File: src/rtl/sp_pkg.sv
package sp_pkg;
    localparam int SP_BYTE_W = 8;
    localparam int SP_DIV_W  = 2 * SP_BYTE_W;
    localparam int SP_OVS    = 4;
    localparam int SP_PH_W   = $clog2(SP_OVS);

    localparam logic [2:0] A_ID0  = 3'd0;
    localparam logic [2:0] A_ID1  = 3'd1;
    localparam logic [2:0] A_ID2  = 3'd2;
    localparam logic [2:0] A_ID3  = 3'd3;
    localparam logic [2:0] A_DATA = 3'd4;
    localparam logic [2:0] A_STAT = 3'd5;
    localparam logic [2:0] A_DIVL = 3'd6;
    localparam logic [2:0] A_DIVH = 3'd7;

    localparam int ST_RXEMPTY = 0;
    localparam int ST_TXIEN   = 1;
    localparam int ST_RXIEN   = 2;
    localparam int ST_OERR    = 3;
    localparam int ST_TXEMPTY = 7;

    typedef enum logic [1:0] {TX_IDLE, TX_START, TX_DATA, TX_STOP} tx_state_e;
    typedef enum logic [1:0] {RX_IDLE, RX_START, RX_DATA, RX_STOP} rx_state_e;
endpackage

File: src/rtl/sp_tick.sv
module sp_tick #(
    parameter int DIV_W = 16
) (
    input  logic             clk,
    input  logic             rst_n,
    input  logic [DIV_W-1:0] div,
    output logic             tick
);
    logic [DIV_W-1:0] cnt;

    assign tick = (cnt >= div);

    always_ff @(posedge clk or negedge rst_n) begin
        if (!rst_n)    cnt <= '0;
        else if (tick) cnt <= '0;
        else           cnt <= cnt + 1'b1;
    end

    // Ticks are spaced by div+1 cycles while the divisor holds still.
    p_tick_spacing_r3: assert property (@(posedge clk) disable iff (!rst_n)
        (tick && div != '0) |=> (!tick || div != $past(div)));
endmodule

File: src/rtl/sp_tx.sv
module sp_tx
    import sp_pkg::*;
(
    input  logic                 clk,
    input  logic                 rst_n,
    input  logic                 tick,
    input  logic                 load,
    input  logic [SP_BYTE_W-1:0] din,
    output logic                 txd,
    output logic                 idle
);
    localparam logic [SP_PH_W-1:0] PH_LAST  = SP_PH_W'(SP_OVS - 1);
    localparam int                 BN_W     = $clog2(SP_BYTE_W);
    localparam logic [BN_W-1:0]    BN_LAST  = BN_W'(SP_BYTE_W - 1);

    tx_state_e            st, st_nx;
    logic [SP_PH_W-1:0]   ph, ph_nx;
    logic [BN_W-1:0]      bn, bn_nx;
    logic [SP_BYTE_W-1:0] sh, sh_nx;

    always_comb begin
        st_nx = st;
        ph_nx = ph;
        bn_nx = bn;
        sh_nx = sh;
        unique case (st)
            TX_IDLE: if (load) begin
                st_nx = TX_START;
                ph_nx = '0;
                sh_nx = din;
            end
            TX_START: if (tick) begin
                if (ph == PH_LAST) begin
                    st_nx = TX_DATA;
                    ph_nx = '0;
                    bn_nx = '0;
                end else ph_nx = ph + 1'b1;
            end
            TX_DATA: if (tick) begin
                if (ph == PH_LAST) begin
                    ph_nx = '0;
                    sh_nx = {1'b0, sh[SP_BYTE_W-1:1]};
                    bn_nx = bn + 1'b1;
                    if (bn == BN_LAST) st_nx = TX_STOP;
                end else ph_nx = ph + 1'b1;
            end
            TX_STOP: if (tick) begin
                if (ph == PH_LAST) st_nx = TX_IDLE;
                else               ph_nx = ph + 1'b1;
            end
            default: st_nx = TX_IDLE;
        endcase
    end

    always_ff @(posedge clk or negedge rst_n) begin
        if (!rst_n) begin
            st <= TX_IDLE;
            ph <= '0;
            bn <= '0;
            sh <= '0;
        end else begin
            st <= st_nx;
            ph <= ph_nx;
            bn <= bn_nx;
            sh <= sh_nx;
        end
    end

    always_comb begin
        idle = (st == TX_IDLE);
        unique case (st)
            TX_START: txd = 1'b0;
            TX_DATA:  txd = sh[0];
            default:  txd = 1'b1;
        endcase
    end

    // An accepted launch drives the start bit on the very next cycle.
    p_launch_low_r4: assert property (@(posedge clk) disable iff (!rst_n)
        (load && idle) |=> (!txd && !idle));
endmodule

File: src/rtl/sp_rx.sv
module sp_rx
    import sp_pkg::*;
(
    input  logic                 clk,
    input  logic                 rst_n,
    input  logic                 tick,
    input  logic                 rxd,
    output logic                 push,
    output logic [SP_BYTE_W-1:0] data
);
    localparam logic [SP_PH_W-1:0] PH_LAST = SP_PH_W'(SP_OVS - 1);
    localparam logic [SP_PH_W-1:0] PH_MID  = SP_PH_W'(SP_OVS / 2 - 1);
    localparam int                 BN_W    = $clog2(SP_BYTE_W);
    localparam logic [BN_W-1:0]    BN_LAST = BN_W'(SP_BYTE_W - 1);

    rx_state_e            st, st_nx;
    logic [SP_PH_W-1:0]   ph, ph_nx;
    logic [BN_W-1:0]      bn, bn_nx;
    logic [SP_BYTE_W-1:0] sh, sh_nx;
    logic                 push_nx;

    always_comb begin
        st_nx   = st;
        ph_nx   = ph;
        bn_nx   = bn;
        sh_nx   = sh;
        push_nx = 1'b0;
        unique case (st)
            RX_IDLE: if (tick && !rxd) begin
                st_nx = RX_START;
                ph_nx = '0;
            end
            RX_START: if (tick) begin
                if (ph == PH_MID) begin
                    if (!rxd) begin
                        st_nx = RX_DATA;
                        ph_nx = '0;
                        bn_nx = '0;
                    end else st_nx = RX_IDLE;
                end else ph_nx = ph + 1'b1;
            end
            RX_DATA: if (tick) begin
                if (ph == PH_LAST) begin
                    ph_nx = '0;
                    sh_nx = {rxd, sh[SP_BYTE_W-1:1]};
                    bn_nx = bn + 1'b1;
                    if (bn == BN_LAST) st_nx = RX_STOP;
                end else ph_nx = ph + 1'b1;
            end
            RX_STOP: if (tick) begin
                if (ph == PH_LAST) begin
                    st_nx   = RX_IDLE;
                    push_nx = rxd;
                end else ph_nx = ph + 1'b1;
            end
            default: st_nx = RX_IDLE;
        endcase
    end

    always_ff @(posedge clk or negedge rst_n) begin
        if (!rst_n) begin
            st   <= RX_IDLE;
            ph   <= '0;
            bn   <= '0;
            sh   <= '0;
            push <= 1'b0;
        end else begin
            st   <= st_nx;
            ph   <= ph_nx;
            bn   <= bn_nx;
            sh   <= sh_nx;
            push <= push_nx;
        end
    end

    always_comb data = sh;

    // A stored byte is always followed by a return to the idle hunt state.
    p_push_idle_r5: assert property (@(posedge clk) disable iff (!rst_n)
        push |-> (st == RX_IDLE));
endmodule

File: src/rtl/sp_fifo.sv
module sp_fifo #(
    parameter int DEPTH = 4,
    parameter int W     = 8
) (
    input  logic         clk,
    input  logic         rst_n,
    input  logic         push,
    input  logic [W-1:0] din,
    input  logic         pop,
    output logic [W-1:0] dout,
    output logic         empty,
    output logic         full,
    output logic         ovf
);
    localparam int PW = (DEPTH > 1) ? $clog2(DEPTH) : 1;
    localparam int CW = $clog2(DEPTH + 1);
    localparam logic [PW-1:0] P_LAST = PW'(DEPTH - 1);
    localparam logic [CW-1:0] C_FULL = CW'(DEPTH);

    logic [W-1:0]  mem [DEPTH];
    logic [PW-1:0] wp, rp;
    logic [CW-1:0] cnt;
    logic          do_push, do_pop;

    assign empty   = (cnt == '0);
    assign full    = (cnt == C_FULL);
    assign do_pop  = pop && !empty;
    assign do_push = push && (!full || pop);
    assign ovf     = push && full && !pop;
    assign dout    = mem[rp];

    always_ff @(posedge clk or negedge rst_n) begin
        if (!rst_n) begin
            wp  <= '0;
            rp  <= '0;
            cnt <= '0;
        end else begin
            if (do_push) wp <= (wp == P_LAST) ? '0 : wp + 1'b1;
            if (do_pop)  rp <= (rp == P_LAST) ? '0 : rp + 1'b1;
            if (do_push && !do_pop)      cnt <= cnt + 1'b1;
            else if (do_pop && !do_push) cnt <= cnt - 1'b1;
        end
    end

    always_ff @(posedge clk) begin
        if (do_push) mem[wp] <= din;
    end

    p_count_bound_r6: assert property (@(posedge clk) disable iff (!rst_n)
        cnt <= C_FULL);

    // A dropped arrival leaves the queue as it was.
    p_drop_keeps_r7: assert property (@(posedge clk) disable iff (!rst_n)
        ovf |=> (full && $stable(rp) && $stable(wp)));

    // A pop that meets a push on a full queue keeps it full.
    p_pop_push_full_r10: assert property (@(posedge clk) disable iff (!rst_n)
        (push && pop && full) |=> full);
endmodule

File: src/rtl/serial_port_mm.sv
module serial_port_mm
    import sp_pkg::*;
#(
    parameter int         FIFO_DEPTH = 4,
    parameter logic [7:0] ID_B0      = 8'hC3,
    parameter logic [7:0] ID_B1      = 8'h51,
    parameter logic [7:0] ID_B2      = 8'h02,
    parameter logic [7:0] ID_B3      = 8'h10
) (
    input  logic       clk,
    input  logic       rst_n,
    input  logic       bus_wr,
    input  logic       bus_rd,
    input  logic [2:0] bus_addr,
    input  logic [7:0] bus_wdata,
    output logic [7:0] bus_rdata,
    input  logic       ser_rx,
    output logic       ser_tx,
    output logic       irq
);
    logic [SP_DIV_W-1:0]  div;
    logic                 txien, rxien, oerr;
    logic [1:0]           rx_sync;
    logic                 tick, tx_idle;
    logic                 rx_push;
    logic [SP_BYTE_W-1:0] rx_byte, q_dout;
    logic                 q_empty, q_full, q_ovf, q_pop;
    logic                 wr_stat;
    logic [7:0]           status;

    always_ff @(posedge clk or negedge rst_n) begin
        if (!rst_n) rx_sync <= 2'b11;
        else        rx_sync <= {rx_sync[0], ser_rx};
    end

    sp_tick #(.DIV_W(SP_DIV_W)) tick_i (
        .clk(clk), .rst_n(rst_n), .div(div), .tick(tick)
    );

    sp_tx tx_i (
        .clk(clk), .rst_n(rst_n), .tick(tick),
        .load(bus_wr && bus_addr == A_DATA), .din(bus_wdata),
        .txd(ser_tx), .idle(tx_idle)
    );

    sp_rx rx_i (
        .clk(clk), .rst_n(rst_n), .tick(tick), .rxd(rx_sync[1]),
        .push(rx_push), .data(rx_byte)
    );

    assign q_pop = bus_rd && bus_addr == A_DATA;

    sp_fifo #(.DEPTH(FIFO_DEPTH), .W(SP_BYTE_W)) fifo_i (
        .clk(clk), .rst_n(rst_n), .push(rx_push), .din(rx_byte),
        .pop(q_pop), .dout(q_dout), .empty(q_empty), .full(q_full),
        .ovf(q_ovf)
    );

    assign wr_stat = bus_wr && bus_addr == A_STAT;

    always_ff @(posedge clk or negedge rst_n) begin
        if (!rst_n) begin
            div   <= '0;
            txien <= 1'b0;
            rxien <= 1'b0;
            oerr  <= 1'b0;
        end else begin
            if (bus_wr) begin
                unique case (bus_addr)
                    A_STAT: begin
                        txien <= bus_wdata[ST_TXIEN];
                        rxien <= bus_wdata[ST_RXIEN];
                    end
                    A_DIVL:  div[7:0]  <= bus_wdata;
                    A_DIVH:  div[15:8] <= bus_wdata;
                    default: ;
                endcase
            end
            if (q_ovf)                             oerr <= 1'b1;
            else if (wr_stat && bus_wdata[ST_OERR]) oerr <= 1'b0;
        end
    end

    always_comb begin
        status             = '0;
        status[ST_RXEMPTY] = q_empty;
        status[ST_TXIEN]   = txien;
        status[ST_RXIEN]   = rxien;
        status[ST_OERR]    = oerr;
        status[ST_TXEMPTY] = tx_idle;
    end

    always_comb begin
        unique case (bus_addr)
            A_ID0:   bus_rdata = ID_B0;
            A_ID1:   bus_rdata = ID_B1;
            A_ID2:   bus_rdata = ID_B2;
            A_ID3:   bus_rdata = ID_B3;
            A_DATA:  bus_rdata = q_empty ? '0 : q_dout;
            A_STAT:  bus_rdata = status;
            A_DIVL:  bus_rdata = div[7:0];
            default: bus_rdata = div[15:8];
        endcase
    end

    always_comb irq = (rxien && (!q_empty || oerr)) || (txien && tx_idle);

    p_oerr_cause_r7: assert property (@(posedge clk) disable iff (!rst_n)
        $rose(oerr) |-> $past(q_full));

    p_oerr_w1c_r8: assert property (@(posedge clk) disable iff (!rst_n)
        (wr_stat && bus_wdata[ST_OERR] && !q_ovf) |=> !oerr);

    p_oerr_sticky_r8: assert property (@(posedge clk) disable iff (!rst_n)
        (oerr && !(wr_stat && bus_wdata[ST_OERR])) |=> oerr);

    p_irq_gated_r9: assert property (@(posedge clk) disable iff (!rst_n)
        (!txien && !rxien) |-> !irq);
endmodule

File: config.mk
export PLATFORM = sky130hd
export DESIGN_NAME = serial_port_mm
export DESIGN_NICKNAME = d
export VERILOG_FILES = /design/src/rtl/sp_pkg.sv /design/src/rtl/sp_tick.sv /design/src/rtl/sp_tx.sv /design/src/rtl/sp_rx.sv /design/src/rtl/sp_fifo.sv /design/src/rtl/serial_port_mm.sv
export SDC_FILE = /design/constraint.sdc
export NUM_CORES = 1
export LEC_CHECK = 0
export BUFFER_PORTS_ARGS = -buffer_cell sky130_fd_sc_hd__buf_4
export CORE_MARGIN = 8
export CORE_UTILIZATION = 39
export DETAILED_ROUTE_END_ITERATION = 7
export PLACE_DENSITY_LB_ADDON = 0.3
export SYNTH_ARGS = -nofsm -noshare
export SYNTH_HDL_FRONTEND = slang
export SYNTH_SLANG_ARGS = --single-unit
File: constraint.sdc
create_clock -name clk -period 4.8 [get_ports clk]
set_input_delay 1.2 -clock clk [delete_from_list [all_inputs] [get_ports clk]]
set_output_delay 1.2 -clock clk [all_outputs]
set_load 0.1 [all_outputs]
After elaboration in Yosys (flattened, before gate mapping)
Memory sizes are Yosys's and may differ from the RTL's.
Index checks and enable logic that the tools add are counted.
Word-level totals
  memories: 1
  memory bits (writable): 32
  input port bits: 16
  register bits after elaboration: 75
  word-level logic and storage cells: 179
Operators by class
  reductions and logical operators: 43
  magnitude comparators: 1
  muxes and demuxes: 64
  equality and inequality tests: 42
  $add $sub $neg: 9
Memories
  fifo_i.mem: words 4, bits a word 8, rd ports 1, clocked after Yosys merged registers in 0, wr ports 1, line sp_fifo.sv:20  | logic [W-1:0] mem [DEPTH];
Operators with widths (count)
  $mux W2: 32
  $pmux W8 S7: 1
  $ne A2 B1 Y1 const B: 17
  $mux W3: 11
  $mux W8: 4
  $pmux W2 S4: 3
  $eq A3 B3 Y1 const B: 7
  $add A16 B1 Y16 const B: 1
  $eq A2 B2 Y1 const B: 8
  $ge A16 B16 Y1: 1
  $mux W16: 1
  $pmux W8 S2: 1
  $reduce_and A8 Y1: 2
  $logic_and A1 B1 Y1: 13
  $pmux W3 S2: 2
  $reduce_and A6 Y1: 2
  $reduce_bool A2 Y1: 5
  $add A3 B1 Y3 const B: 3
  $add A2 B1 Y2 const B: 4
  $reduce_and A4 Y1: 2
  $mux W1: 7
  $eq A2 B1 Y1 const B: 3
  $eq A3 B2 Y1 const B: 2
  $logic_not A1 Y1: 6
  13 further kinds: 21

Longest topological paths before layout
  depth after elaboration: 8
  gate-level depth with buffers: 11
  mapped depth without buffers: 9

Modules after synthesis
A second synthesis with hierarchy kept.
Unflattened totals
  cells, all modules: 473
  area total of the unflattened synthesis: 5736.8 µm²
Modules (own cells, without submodules)
  sp_fifo: sequential area each 1136.1 µm², cells each 80, times used 1, area an instance 1607.8 µm²
  sp_tick: sequential area each 400.4 µm², cells each 130, times used 1, area an instance 1260.0 µm²
  serial_port_mm: sequential area each 528.0 µm², cells each 101, times used 1, area an instance 1114.8 µm²
  sp_tx: sequential area each 375.4 µm², cells each 89, times used 1, area an instance 922.1 µm²
  sp_rx: sequential area each 400.4 µm², cells each 73, times used 1, area an instance 832.0 µm²

Least setup slack after synthesis
OpenSTA, ideal clock, no wires.
  kind: input-to-output
  from: in bus_addr[2]
  to: out bus_rdata[6]
  arrival: 3643 ps
  stages: 6
  setup slack: -43 ps
  buffers on the path: 2
  path through: clkbuf_1 > nor3b_1 > nor2b_1 > clkbuf_1 > a21boi_0 > o22ai_1
On the way
  longest elaborated chain between the ends: 2
Ends and longest elaborated chain
  start: declaration: line serial_port_mm.sv:14  | input logic [2:0] bus_addr,
  $eq A3 B3 Y1 (tied with other cells): line serial_port_mm.sv:94  | unique case (bus_addr)
  $pmux W8 S7 (*): line serial_port_mm.sv:94
  end: declaration: line serial_port_mm.sv:16  | output logic [7:0] bus_rdata,
Every way passes the cells marked *; elsewhere a longest branch is shown, timed or not.

Worst setup path in the final report
Ends and elaborated chain as after synthesis.

==> flow_summary.yaml <==
status:
  status: "complete, no violations"
logic_synthesis:
  synthMuxAreaShare_pct: 9.88
  synth_edf_count: 32
  synth-seq-area-share_pct: 52.3
  syn-num-nets: 513
  synth_most_common_cell: "dfrtp_1"
  yosys.area_share.simple_pct: 11.0
  synth_top_area_share_pct: 33.6
  synthCells: 460
  synthAdderAreaFrac_pct: 8.66
  synth-seq-cells: 107
  synth_top_family_by_area: "compound AO/OA/AOI/OAI gates"
  synth_area_leader_cell: "dfrtp_1"
  synthesis.area_um2: 5430
  ys_top_cells_by_area: "dfrtp_1, edfxtp_1, ha_1, mux2_2, mux4_2"
  syn_area_per_cell_um2: 11.8
  synth_compound_area_share_pct: 12.4
  ys_warn_count: 0
  ys_types: 64
  synth_common_cells: "dfrtp_1, nand2_1, ha_1, nor2_1"
  synth-xor-area-share_pct: 2.26
  synthArstFlopShare_pct: 70.1
  synth_flop_cell: "dfrtp_1"
routing:
  via_per_inst: 5.25
  dr.pass1.iters: 4
  wl_per_cell_um: 17.0
  wirelength_mm: 11.3
  antenna_left: 0
  vias: 3502
  drtIter0Drc: 189
  drc_errors: 0
critical_path:
  r2r_slack_ns: 1.69
  ff2ff_path_depth: 8
  crit_arrival_ns: 3.02
  r2r_end: "rx_i.data[3]"
  cp-end-kind: "output pin"
  r2r_start: "div[15]"
  slowest_delay_ns: 0.53
  path_class: "input port to output pin"
  crit_path_cell_trace: "buf_4 -> nor3b_1 -> nor2b_1 -> a21boi_0 -> o22ai_2 -> buf_4"
  crit_required_ns: 3.60
  cp_common_cell: "buf_4"
  cp_slowest_cell: "nor2b_1"
  startpoint_type: "input port"
  critPathMaxFanout: 16
placement:
  placed_cells: 651
  place_hpwl_mm: 8.37
  port-buffer-count: 25
  place_congestion: 0.799
  pre_cts_slack_ns: 0.592
finish:
  drive_gt1_share_pct: 20.1
  post_layout_nonfiller_instances: 667
  antenna_cells: 0
  fin_nets: 535
  synthToLayoutAreaGrowth_pct: 12.5
  n_fill_cell: 1302
job:
  maxCapViolCount: 0
clocking:
  clock-root-buffer: "clkbuf_16"
  clkLatencyLatePin_ns: 0.36
  clkTransAtPathRegs_ns: 0.07
  h-tree-depth: 3
  cts_made_buffers: 9
  clockBufferDepth: 2
  cts_tree: "done"
  clock-sinks: 107
  post-cts-setup-buffers: 0
  ctsResizeCount: 0
  postCtsHoldBufs: 0
timing:
  setup_viol: 0
  fin_crit_sh_pct: 87.8
  worstMarginPinSlew_ns: 0.981
  hold_viol: 0
  skew_ns: 0.00708
  drv_slew: 0
  setup_tns_ns: 0
  layout_min_cycle_time_ns: 4.22
  grt_setup_unrepaired: "false"
  maxSlewHeadroom_pct: 34.6
  setup_slack_ns: 0.583
  fmax_ghz: 0.237
pwr:
  worst_ir_drop_vdd_v: 0.000212
  cellLeakagePower_nw: 2.63
  powerDensity_nw_per_um2: 484
floorplanning:
  num_rows: 43
  die_x_um: 134
  core-area_um2: 13700
  pin_count: 26
  floorplan.initialDensity_pct: 39.6
  dieArea_um2: 18000
  die_h_um: 134
global_routing:
  grt_max_degree: 76
  grtUsageTotal_pct: 13.6
  overflow: 0
  first_global_vias: 3641
  antenna_found_initial: 0
  grt_pass1_wl_mm: 19.0
worst_hold_path:
  whs_endpoint: "rx_sync[1]"
  min_path_cells: 0
  hold_class: "register to register"
  holdCritStartpoint: "rx_sync[0]"
==> metal layers <==
| metal | part of all wire, % | GRT usage (%) | vias to the layer above |
|---|---|---|---|
| li1 | - | - | 1703 |
| met5 | 0 | 0 | - |
| met3 | 3.8 | 3.59 | 18 |
| met1 | 44 | 16.1 | 1737 |
| met2 | 50 | 22.7 | 44 |
| met4 | 2.5 | 5.99 | 0 |
==> where the power goes <==
| group | internal [W] | total [W] | leakage [nW] | switching, W |
|---|---|---|---|---|
| sequential | 0.00107 | 0.00124 | 1.22 | 0.000173 |
| clock | 0.000376 | 0.000754 | 0.153 | 0.000378 |
| combinational | 0.000396 | 0.000959 | 1.26 | 0.000563 |
| total | 0.00184 | 0.00296 | 2.63 | 0.00112 |
==> through the flow <==
step           cell area [um^2]  power [W]  utilization (%)  hold WS (ns)
4_1_cts                    6110    0.00300             44.5         0.360
6_report                   6110    0.00296             44.5         0.359
2_1_floorplan              5440    0.00198                -         0.345
3_3_place_gp               5790    0.00220             42.2         0.347
3_5_place_dp               5790    0.00223             42.2         0.348
5_1_grt                    6110    0.00315             44.5         0.362
==> layout make-up <==
type	count	area, um^2	share of cell area, %
clock buffers	9	225	3.69
clock inverters	7	93.8	1.54
inverters	32	120	1.97
multi-input cells	307	2420	39.6
flip-flops and latches	107	2840	46.5
well taps	180	225	3.69
repair buffers	25	188	3.07
==> how the worst max path moves through the flow <==
stage	start	endpoint	slack [ns]
finish	bus_addr[2]	bus_rdata[6]	0.58
global route	bus_addr[2]	bus_rdata[6]	0.44
CTS	bus_addr[0]	bus_rdata[6]	0.59
detailed placement	bus_addr[0]	bus_rdata[6]	0.59
global placement	bus_addr[0]	bus_rdata[6]	0.66
floorplan	bus_addr[2]	bus_rdata[2]	0.13
==> kinds of logic after synthesis <==
family,after synthesis
simple gates,127
flops,107
compound gates,89
buf+inv,46
mux,40
fa+ha+maj,37
xor+xnor,14
==> placed cells by master (no fill, tap or decap), types with 8 or more instances in the layout <==
master	n
dfrtp_1	73
nand2_1	45
ha_1	36
nor2_1	34
inv_1	32
edfxtp_1	32
mux2_2	29
buf_4	25
o21ai_0	21
a21oi_1	14
o21a_1	10
nand3_1	9
xor2_1	9
clkbuf_16	9
mux4_2	8
==> registers in the layout, indices dropped and copies added (netlist names), named ones only <==
register,flops
fifo_i.mem,32
div,16
tick_i.cnt,16
rx_i.data,8
tx_i.sh,8
fifo_i.cnt,3
rx_i.bn,3
tx_i.bn,3
fifo_i.rp,2
fifo_i.wp,2
rx_i.ph,2
rx_sync,2
tx_i.ph,2
tx_i.st,2
oerr,1
rx_i.push,1
rx_i.st,1
rxien,1
txien,1
==> worst max-delay path: cells and delay by family <==
| kind | cells | cell delay, ns |
|---|---|---|
| and+or+nand+nor | 2 | 0.91 |
| AOI/OAI and AO/OA | 2 | 0.40 |
| buffers and inverters | 2 | 0.50 |
(Power assumes the default switching activity.)
